[src/rtl/i2csq_pkg.sv]
package i2csq_pkg;

    typedef enum logic [1:0] {
        ST_IDLE   = 2'd0,
        ST_CHECK  = 2'd1,
        ST_ACCEPT = 2'd2,
        ST_REJECT = 2'd3
    } qual_state_e;

    localparam int REG_W = 8;

endpackage

[src/rtl/i2csq_sync.sv]
module i2csq_sync #(
    parameter int STAGES = 2,
    parameter int LINES  = 2
) (
    input  logic             clk,
    input  logic             rst_n,
    input  logic [LINES-1:0] d,
    output logic [LINES-1:0] q
);

    genvar g;
    generate
        for (g = 0; g < LINES; g++) begin : g_line
            logic [STAGES-1:0] chain;
            always_ff @(posedge clk or negedge rst_n) begin
                if (!rst_n) begin
                    chain <= '1;
                end else if (STAGES == 1) begin
                    chain <= d[g];
                end else begin
                    chain <= {chain[STAGES-2:0], d[g]};
                end
            end
            assign q[g] = chain[STAGES-1];
        end
    endgenerate

endmodule

[src/rtl/i2csq_edge.sv]
module i2csq_edge (
    input  logic clk,
    input  logic rst_n,
    input  logic scl_s,
    input  logic sda_s,
    output logic start_cand
);

    logic sda_prev;

    always_ff @(posedge clk or negedge rst_n) begin
        if (!rst_n) begin
            sda_prev <= 1'b1;
        end else begin
            sda_prev <= sda_s;
        end
    end

    assign start_cand = sda_prev & ~sda_s & scl_s;

endmodule

[src/rtl/i2csq_regs.sv]
module i2csq_regs #(
    parameter int REG_W = 8,
    localparam int FLD_W = REG_W - 1
) (
    input  logic             clk,
    input  logic             rst_n,
    input  logic             wr_en,
    input  logic             wr_sel,
    input  logic [REG_W-1:0] wr_data,
    input  logic             rd_sel,
    output logic [REG_W-1:0] rd_data,
    output logic             ms_enable,
    output logic [FLD_W-1:0] ms_field,
    output logic [FLD_W-1:0] own_addr
);

    logic [REG_W-1:0] setup_q;
    logic [FLD_W-1:0] addr_q;

    always_ff @(posedge clk or negedge rst_n) begin
        if (!rst_n) begin
            setup_q <= '0;
            addr_q  <= '0;
        end else if (wr_en) begin
            if (wr_sel) begin
                addr_q <= wr_data[REG_W-1:1];
            end else begin
                setup_q <= wr_data;
            end
        end
    end

    assign rd_data   = rd_sel ? {addr_q, 1'b0} : setup_q;
    assign ms_enable = setup_q[REG_W-1];
    assign ms_field  = setup_q[FLD_W-1:0];
    assign own_addr  = addr_q;

endmodule

[src/rtl/i2csq_fsm.sv]
module i2csq_fsm
    import i2csq_pkg::*;
#(
    parameter int FLD_W = 7,
    localparam int CNT_W = FLD_W + 1
) (
    input  logic             clk,
    input  logic             rst_n,
    input  logic             start_cand,
    input  logic             scl_s,
    input  logic             sda_s,
    input  logic             ms_enable,
    input  logic [FLD_W-1:0] ms_field,
    output logic             start_valid,
    output logic             start_rejected,
    output qual_state_e      state_o
);

    qual_state_e state, state_nxt;
    logic [CNT_W-1:0] cnt;
    logic [CNT_W-1:0] last_idx;
    logic             sample_bad;
    logic             sample_last;

    assign sample_bad  = sda_s | ~scl_s;
    assign sample_last = (cnt == last_idx);

    // State register
    always_ff @(posedge clk or negedge rst_n) begin
        if (!rst_n) begin
            state <= ST_IDLE;
        end else begin
            state <= state_nxt;
        end
    end

    // Sample counter and captured window length
    always_ff @(posedge clk or negedge rst_n) begin
        if (!rst_n) begin
            cnt      <= '0;
            last_idx <= '0;
        end else if (state == ST_IDLE && start_cand) begin
            cnt      <= '0;
            last_idx <= ms_enable ? {1'b0, ms_field} : '0;
        end else if (state == ST_CHECK) begin
            cnt <= cnt + 1'b1;
        end
    end

    // Next-state logic
    always_comb begin
        state_nxt = state;
        unique case (state)
            ST_IDLE: begin
                if (start_cand) state_nxt = ST_CHECK;
            end
            ST_CHECK: begin
                if (sample_bad)       state_nxt = ST_REJECT;
                else if (sample_last) state_nxt = ST_ACCEPT;
                else                  state_nxt = ST_CHECK;
            end
            ST_ACCEPT: state_nxt = ST_IDLE;
            ST_REJECT: state_nxt = ST_IDLE;
            default:   state_nxt = ST_IDLE;
        endcase
    end

    // Outputs
    always_comb begin
        start_valid    = 1'b0;
        start_rejected = 1'b0;
        unique case (state)
            ST_ACCEPT: start_valid    = 1'b1;
            ST_REJECT: start_rejected = 1'b1;
            default: begin
                start_valid    = 1'b0;
                start_rejected = 1'b0;
            end
        endcase
    end

    assign state_o = state;

endmodule

[src/rtl/i2c_start_qualifier.sv]
module i2c_start_qualifier
    import i2csq_pkg::*;
#(
    parameter int SYNC_STAGES = 2,
    localparam int FLD_W = REG_W - 1
) (
    input  logic             clk,
    input  logic             rst_n,
    input  logic             scl_in,
    input  logic             sda_in,
    input  logic             wr_en,
    input  logic             wr_sel,
    input  logic [REG_W-1:0] wr_data,
    input  logic             rd_sel,
    output logic [REG_W-1:0] rd_data,
    output logic [FLD_W-1:0] own_addr,
    output logic             start_valid,
    output logic             start_rejected
);

    logic [1:0]       bus_sync;
    logic             scl_sync;
    logic             sda_sync;
    logic             start_cand;
    logic             ms_enable;
    logic [FLD_W-1:0] ms_field;
    qual_state_e      fsm_state;

    i2csq_sync #(.STAGES(SYNC_STAGES), .LINES(2)) u_sync (
        .clk   (clk),
        .rst_n (rst_n),
        .d     ({scl_in, sda_in}),
        .q     (bus_sync)
    );

    assign scl_sync = bus_sync[1];
    assign sda_sync = bus_sync[0];

    i2csq_edge u_edge (
        .clk        (clk),
        .rst_n      (rst_n),
        .scl_s      (scl_sync),
        .sda_s      (sda_sync),
        .start_cand (start_cand)
    );

    i2csq_regs #(.REG_W(REG_W)) u_regs (
        .clk       (clk),
        .rst_n     (rst_n),
        .wr_en     (wr_en),
        .wr_sel    (wr_sel),
        .wr_data   (wr_data),
        .rd_sel    (rd_sel),
        .rd_data   (rd_data),
        .ms_enable (ms_enable),
        .ms_field  (ms_field),
        .own_addr  (own_addr)
    );

    i2csq_fsm #(.FLD_W(FLD_W)) u_fsm (
        .clk            (clk),
        .rst_n          (rst_n),
        .start_cand     (start_cand),
        .scl_s          (scl_sync),
        .sda_s          (sda_sync),
        .ms_enable      (ms_enable),
        .ms_field       (ms_field),
        .start_valid    (start_valid),
        .start_rejected (start_rejected),
        .state_o        (fsm_state)
    );

endmodule

[config.mk]
export PLATFORM = sky130hd
export DESIGN_NAME = i2c_start_qualifier
export DESIGN_NICKNAME = d
export VERILOG_FILES = /design/src/rtl/i2csq_pkg.sv /design/src/rtl/i2csq_sync.sv /design/src/rtl/i2csq_edge.sv /design/src/rtl/i2csq_regs.sv /design/src/rtl/i2csq_fsm.sv /design/src/rtl/i2c_start_qualifier.sv
export SDC_FILE = /design/constraint.sdc
export NUM_CORES = 1
export LEC_CHECK = 0
export BUFFER_PORTS_ARGS = -buffer_cell sky130_fd_sc_hd__buf_4
export CAP_MARGIN = 40
export CORE_UTILIZATION = 54
export CTS_BUF_LIST = sky130_fd_sc_hd__clkbuf_16
export DETAILED_ROUTE_END_ITERATION = 6
export GPL_TIMING_DRIVEN = 0
export PLACE_DENSITY = 0.81
export SLEW_MARGIN = 20
export SYNTH_ARGS = -nofsm -noshare
export SYNTH_HDL_FRONTEND = slang
export SYNTH_SLANG_ARGS = --single-unit
[constraint.sdc]
create_clock -name clk -period 1.4 [get_ports clk]
set_input_delay 0.28 -clock clk [delete_from_list [all_inputs] [get_ports clk]]
set_output_delay 0.28 -clock clk [all_outputs]
set_load 0.01 [all_outputs]
Yosys cells after proc, flatten, opt, wreduce, memory -nomap -nowiden
Index checks and enable logic that the tools add are counted.

Bits in read-only memories: 0. Register bits after elaboration: 38. Bits in writable memories: 0. Latch bits: 0. Memories: 0. Output and inout port bits: 17.

Multiplexer cells: 10. Divide/modulo/power cells: 0. Add/subtract/negate cells: 1. Shift-type cells: 0. Multiply operators: 0. Equal/unequal tests: 5. Bitwise operators: 6. Order comparisons: 0. Reductions and logical operators: 6.

Operator list (count): $mux W8 (3); $add A8 B1 Y8 const B (1); $eq A8 B8 Y1 (1); $mux W7 (1); $mux W2 (3); $pmux W2 S3 (1); $eq A2 B2 Y1 const B (2); $reduce_and A2 Y1 (2); $not A1 Y1 (3); $and A1 B1 Y1 (2); $eq A2 B1 Y1 const B (1); $logic_not A2 Y1 (1); $mux W1 (2); $ne A2 B1 Y1 const B (1); $reduce_bool A2 Y1 (1); $reduce_or A2 Y1 (1); $logic_and A1 B1 Y1 (1); $or A1 B1 Y1 (1).

Depth between registers and ports, before layout
Depth after elaboration: 5. Depth in mapped cells: 4. Mapped depth without buffers: 4.

By module
Synthesis repeated with hierarchy kept, for this count alone.

Cells, all modules: 147. Area total of the unflattened synthesis: 1729.2 µm².

Modules (own cells, without submodules): i2csq_fsm (area each 878.3 µm², seq. area each 425.4 µm², cells each 97, times used 1); i2csq_regs (area each 695.7 µm², seq. area each 375.4 µm², cells each 42, times used 1); i2csq_sync (area each 120.1 µm², seq. area each 105.1 µm², cells each 6, times used 1); i2csq_edge (area each 35.0 µm², seq. area each 26.3 µm², cells each 2, times used 1).

Worst setup path before layout
Ideal clock, no wire load.

Path kind: register to register. From: reg u_fsm.state[1], in the netlist u_fsm.state_o[1]. To: reg u_fsm.cnt[7]. Path buffers: 0. Clock period less this slack: 1.289 ns. Path slack: 0.111 ns. Data arrival time: 1.162 ns. Cell stages (with the launch flop): 4. Cells stage by stage: dfrtp_1 -> and4b_1 -> or3b_1 -> mux2i_1.

Longest elaborated chain between the ends: 3.

RTL lines: from (decl) (line i2csq_fsm.sv:19) `qual_state_e state, state_nxt;`; from (signal assigned) (line i2csq_fsm.sv:33) `state <= state_nxt;`; $logic_not A2 Y1 (line i2csq_fsm.sv:42) `end else if (state == ST_IDLE && start_cand) begin`; $logic_and A1 B1 Y1 (line i2csq_fsm.sv:42); $mux W8 / $reduce_bool A2 Y1 (equally long branches); to (signal assigned) (line i2csq_fsm.sv:46) `cnt <= cnt + 1'b1;`; to (decl) (line i2csq_fsm.sv:20) `logic [CNT_W-1:0] cnt;`.

Parallel ways exist; a longest one is shown, timed or not. A chain may end at the register's enable or synchronous reset.

Worst setup path after layout
From: reg u_regs.setup_q[7]. To: out rd_data[7].

Longest elaborated chain between the ends: 1.

RTL lines: from (decl) (line i2csq_regs.sv:17) `logic [REG_W-1:0] setup_q;`; from (signal assigned) (line i2csq_regs.sv:28) `setup_q <= wr_data;`; $mux W8 (line i2csq_regs.sv:33) `assign rd_data = rd_sel ? {addr_q, 1'b0} : setup_q;`; to (decl) (line i2c_start_qualifier.sv:15) `output logic [REG_W-1:0] rd_data,`.

Every way passes these cells.

==> impl_metrics.json <==
{
  "r2r-start": "u_fsm.state_o[1]",
  "hold_class": "primary input to register",
  "end_kind": "output port",
  "min_period_ns": 1.38,
  "powerDensity_nw_per_um2": 1780,
  "drt_iter0_markers": 47,
  "clk_latency_ns": 0.28,
  "finClkSkew_ns": 0.00274,
  "p_leak_nw": 1.01,
  "yosys.area_share.adder_pct": 0.756,
  "nets": 197,
  "port_buffers": 30,
  "worstPathRequired_ns": 1.12,
  "worst_slew_pin_slew_ns": 0.451,
  "clk_path_buf_depth": 2,
  "power.total_mw": 3.85,
  "violations": "design-rule violations",
  "ys_ff_latch": 37,
  "startpoint_type": "register",
  "wl_per_cell_um": 16.1,
  "io_pins": 32,
  "gp_congestion": 0.817,
  "ys_types": 31,
  "cp-startpoint": "u_regs.setup_q[7]",
  "worstHoldPathCells": 1,
  "antenna_found_initial": 0,
  "muxShareOfSynthArea_pct": 16.8,
  "antenna_cells": 0,
  "r2r_end": "u_fsm.cnt[4]",
  "grt.total_usage_pct": 23.5,
  "cp-endpoint": "rd_data[7]",
  "final_layout_size_suffix_gt1_share_pct": 46.2,
  "syn_area_per_cell_um2": 12.1,
  "outcome": "complete, but fails checks",
  "critPathMaxFanout": 4,
  "synth_simple_gate_area_share_pct": 10.1,
  "setup_violations": 0,
  "drc": 2,
  "crit_arrival_ns": 1.10,
  "vdd_drop_max_mv": 1.30,
  "die_y_um": 57.4,
  "synth_compound_area_share_pct": 10.4,
  "globalRouteOverflowTotal": 0,
  "finalCritPeriodShare_pct": 98.8,
  "rsz0062_at_grt": "no",
  "htreeDepth": 2,
  "maxSlewHeadroom_pct": 69.9,
  "syn_area_um2": 1660,
  "initial_utilization_pct": 58.5,
  "vias_per_cell": 5.76,
  "hold_viol": 0,
  "fin_cells": 213,
  "final_cell_mix": "37 x buf_4, 29 x dfrtp_1, 21 x mux2_2, 10 x nand2_1, 10 x o21ai_0",
  "grt_pass1_vias": 1252,
  "async_flop_share_pct": 100,
  "synth-seq-area-share_pct": 56.3,
  "placed_cells": 198,
  "path_clk_slew_ns": 0.06,
  "dpl.hpwl_mm": 2.37,
  "core_region_area_um2": 2830,
  "grt_start_max_net_pins": 38,
  "synth_top_family_by_area": "multiplexers",
  "cap_viol_max_count": 0,
  "synth_nets": 153,
  "grt_pass1_wl_mm": 5.75,
  "cts_tree": "yes",
  "first_pass_iters": 6,
  "synth_flop_cell": "dfrtp_1",
  "synth_edf_count": 0,
  "cts_sinks": 37,
  "reg2reg_depth": 4,
  "fmax_ghz": 0.723,
  "ff2ff_setup_slack_ns": 0.06,
  "layout_commonest_cell": "buf_4",
  "clockRootBuffer": "clkbuf_16",
  "vias": 1227,
  "die-area_um2": 3290,
  "totalWireLength_mm": 3.43,
  "syn_inst": 137,
  "setup.worst_path.class": "register to output port",
  "yosys_warnings": 0,
  "dieWidth_um": 57.4,
  "report.final.slew_viol_count": 0,
  "numCtsBuffers": 5,
  "synth_xor_area_share_pct": 3.70,
  "areaGrowthSynthToFinish_pct": 30.5,
  "fp-row-count": 19,
  "drtAntennaViolNets": 0
}
registers in the layout, indices dropped and copies added, names as in the netlist:
register             count
u_edge.sda_prev          1
u_fsm.cnt                8
u_fsm.last_idx           7
u_fsm.state_o            2
u_regs.own_addr          7
u_regs.setup_q           8
u_sync.g_line.chain      4
through the flow:
step	hold slack [ns]	instance area (um2)	setup TNS, ns	worst slack [ns]	utilization (%)
2_1_floorplan	-0.0156	1660	0	0.111	-
3_3_place_gp	0.256	1920	-0.210	-0.0317	67.8
3_5_place_dp	0.262	1920	-0.625	-0.110	67.8
4_1_cts	0.101	2080	-0.0571	-0.0571	73.4
5_1_grt	0.103	2160	0	0.00514	76.3
6_report	0.106	2160	0	0.0165	76.3
routing by layer:
metal  vias to the layer above  GRT usage, %  routed length [um]
met2                        38          40.0                1800
li1                        577             -                   -
met1                       603          28.8                1410
met5                         -             0                   0
met4                         0          10.5                  63
met3                         9          4.99                 151
synth_stat cells (3+ instances only):
cell | instances | area, um2
a21oi_1 | 3 | 15.0
clkbuf_1 | 4 | 15.0
dfrtp_1 | 32 | 801
dfstp_2 | 5 | 131
mux2_2 | 22 | 248
mux2i_1 | 3 | 30.0
nand2_1 | 10 | 37.5
nor2b_1 | 3 | 18.8
nor4_1 | 3 | 18.8
o21ai_0 | 17 | 85.1
xor2_1 | 7 | 61.3
worst min-delay path by stage:
stage	from	end
after global routing	sda_in	u_sync.g_line[0].chain[0]
after global placement	rst_n	u_fsm.cnt[4]
final	sda_in	u_sync.g_line[0].chain[0]
after detailed placement	rst_n	u_fsm.cnt[6]
after floorplan	rst_n	u_fsm.cnt[0]
after CTS	sda_in	u_sync.g_line[0].chain[0]
worst max-delay path, stage by stage, from the launching register on:
cell	delay (ns)
dfrtp_2	0.42
mux2_4	0.28
buf_6	0.12
what timing repair did:
action / CTS / global route
setup endpoints to repair: 17 / 15
resized for setup: 10 / 15
endpoints found under the hold margin: 32 / 0
hold buffers: 1 / 0
pin swaps: 0 / 1
buffers inserted: 0 / 7
gates cloned: 0 / 0
cell type report:
cell class,instances,area (um2)
buffer,5,33.8
clock buffer,5,125
clock inverter,3,17.5
fill,188,669
inverter,2,7.51
multi-input combinational,92,709
sequential,37,936
tap,31,38.8
timing repair buffer,38,292
where the power goes:
| group | switching (mW) | total [mW] | internal [mW] |
|---|---|---|---|
| Sequential | 0.236 | 1.57 | 1.34 |
| Clock | 0.426 | 1.08 | 0.652 |
| Combinational | 0.591 | 1.20 | 0.608 |
cell families (layout without fill, tap and decap cells):
| family | count (synthesis) | after routing |
|---|---|---|
| AOI/OAI and AO/OA | 29 | 29 |
| adders and majority gates | 1 | 1 |
| xor gates and xnor gates | 7 | 7 |
| DFF | 37 | 37 |
| and+or+nand+nor | 30 | 30 |
| buffers and inverters | 8 | 53 |
| muxes | 25 | 25 |
No activity file was read; power rests on OpenSTA's default activity.
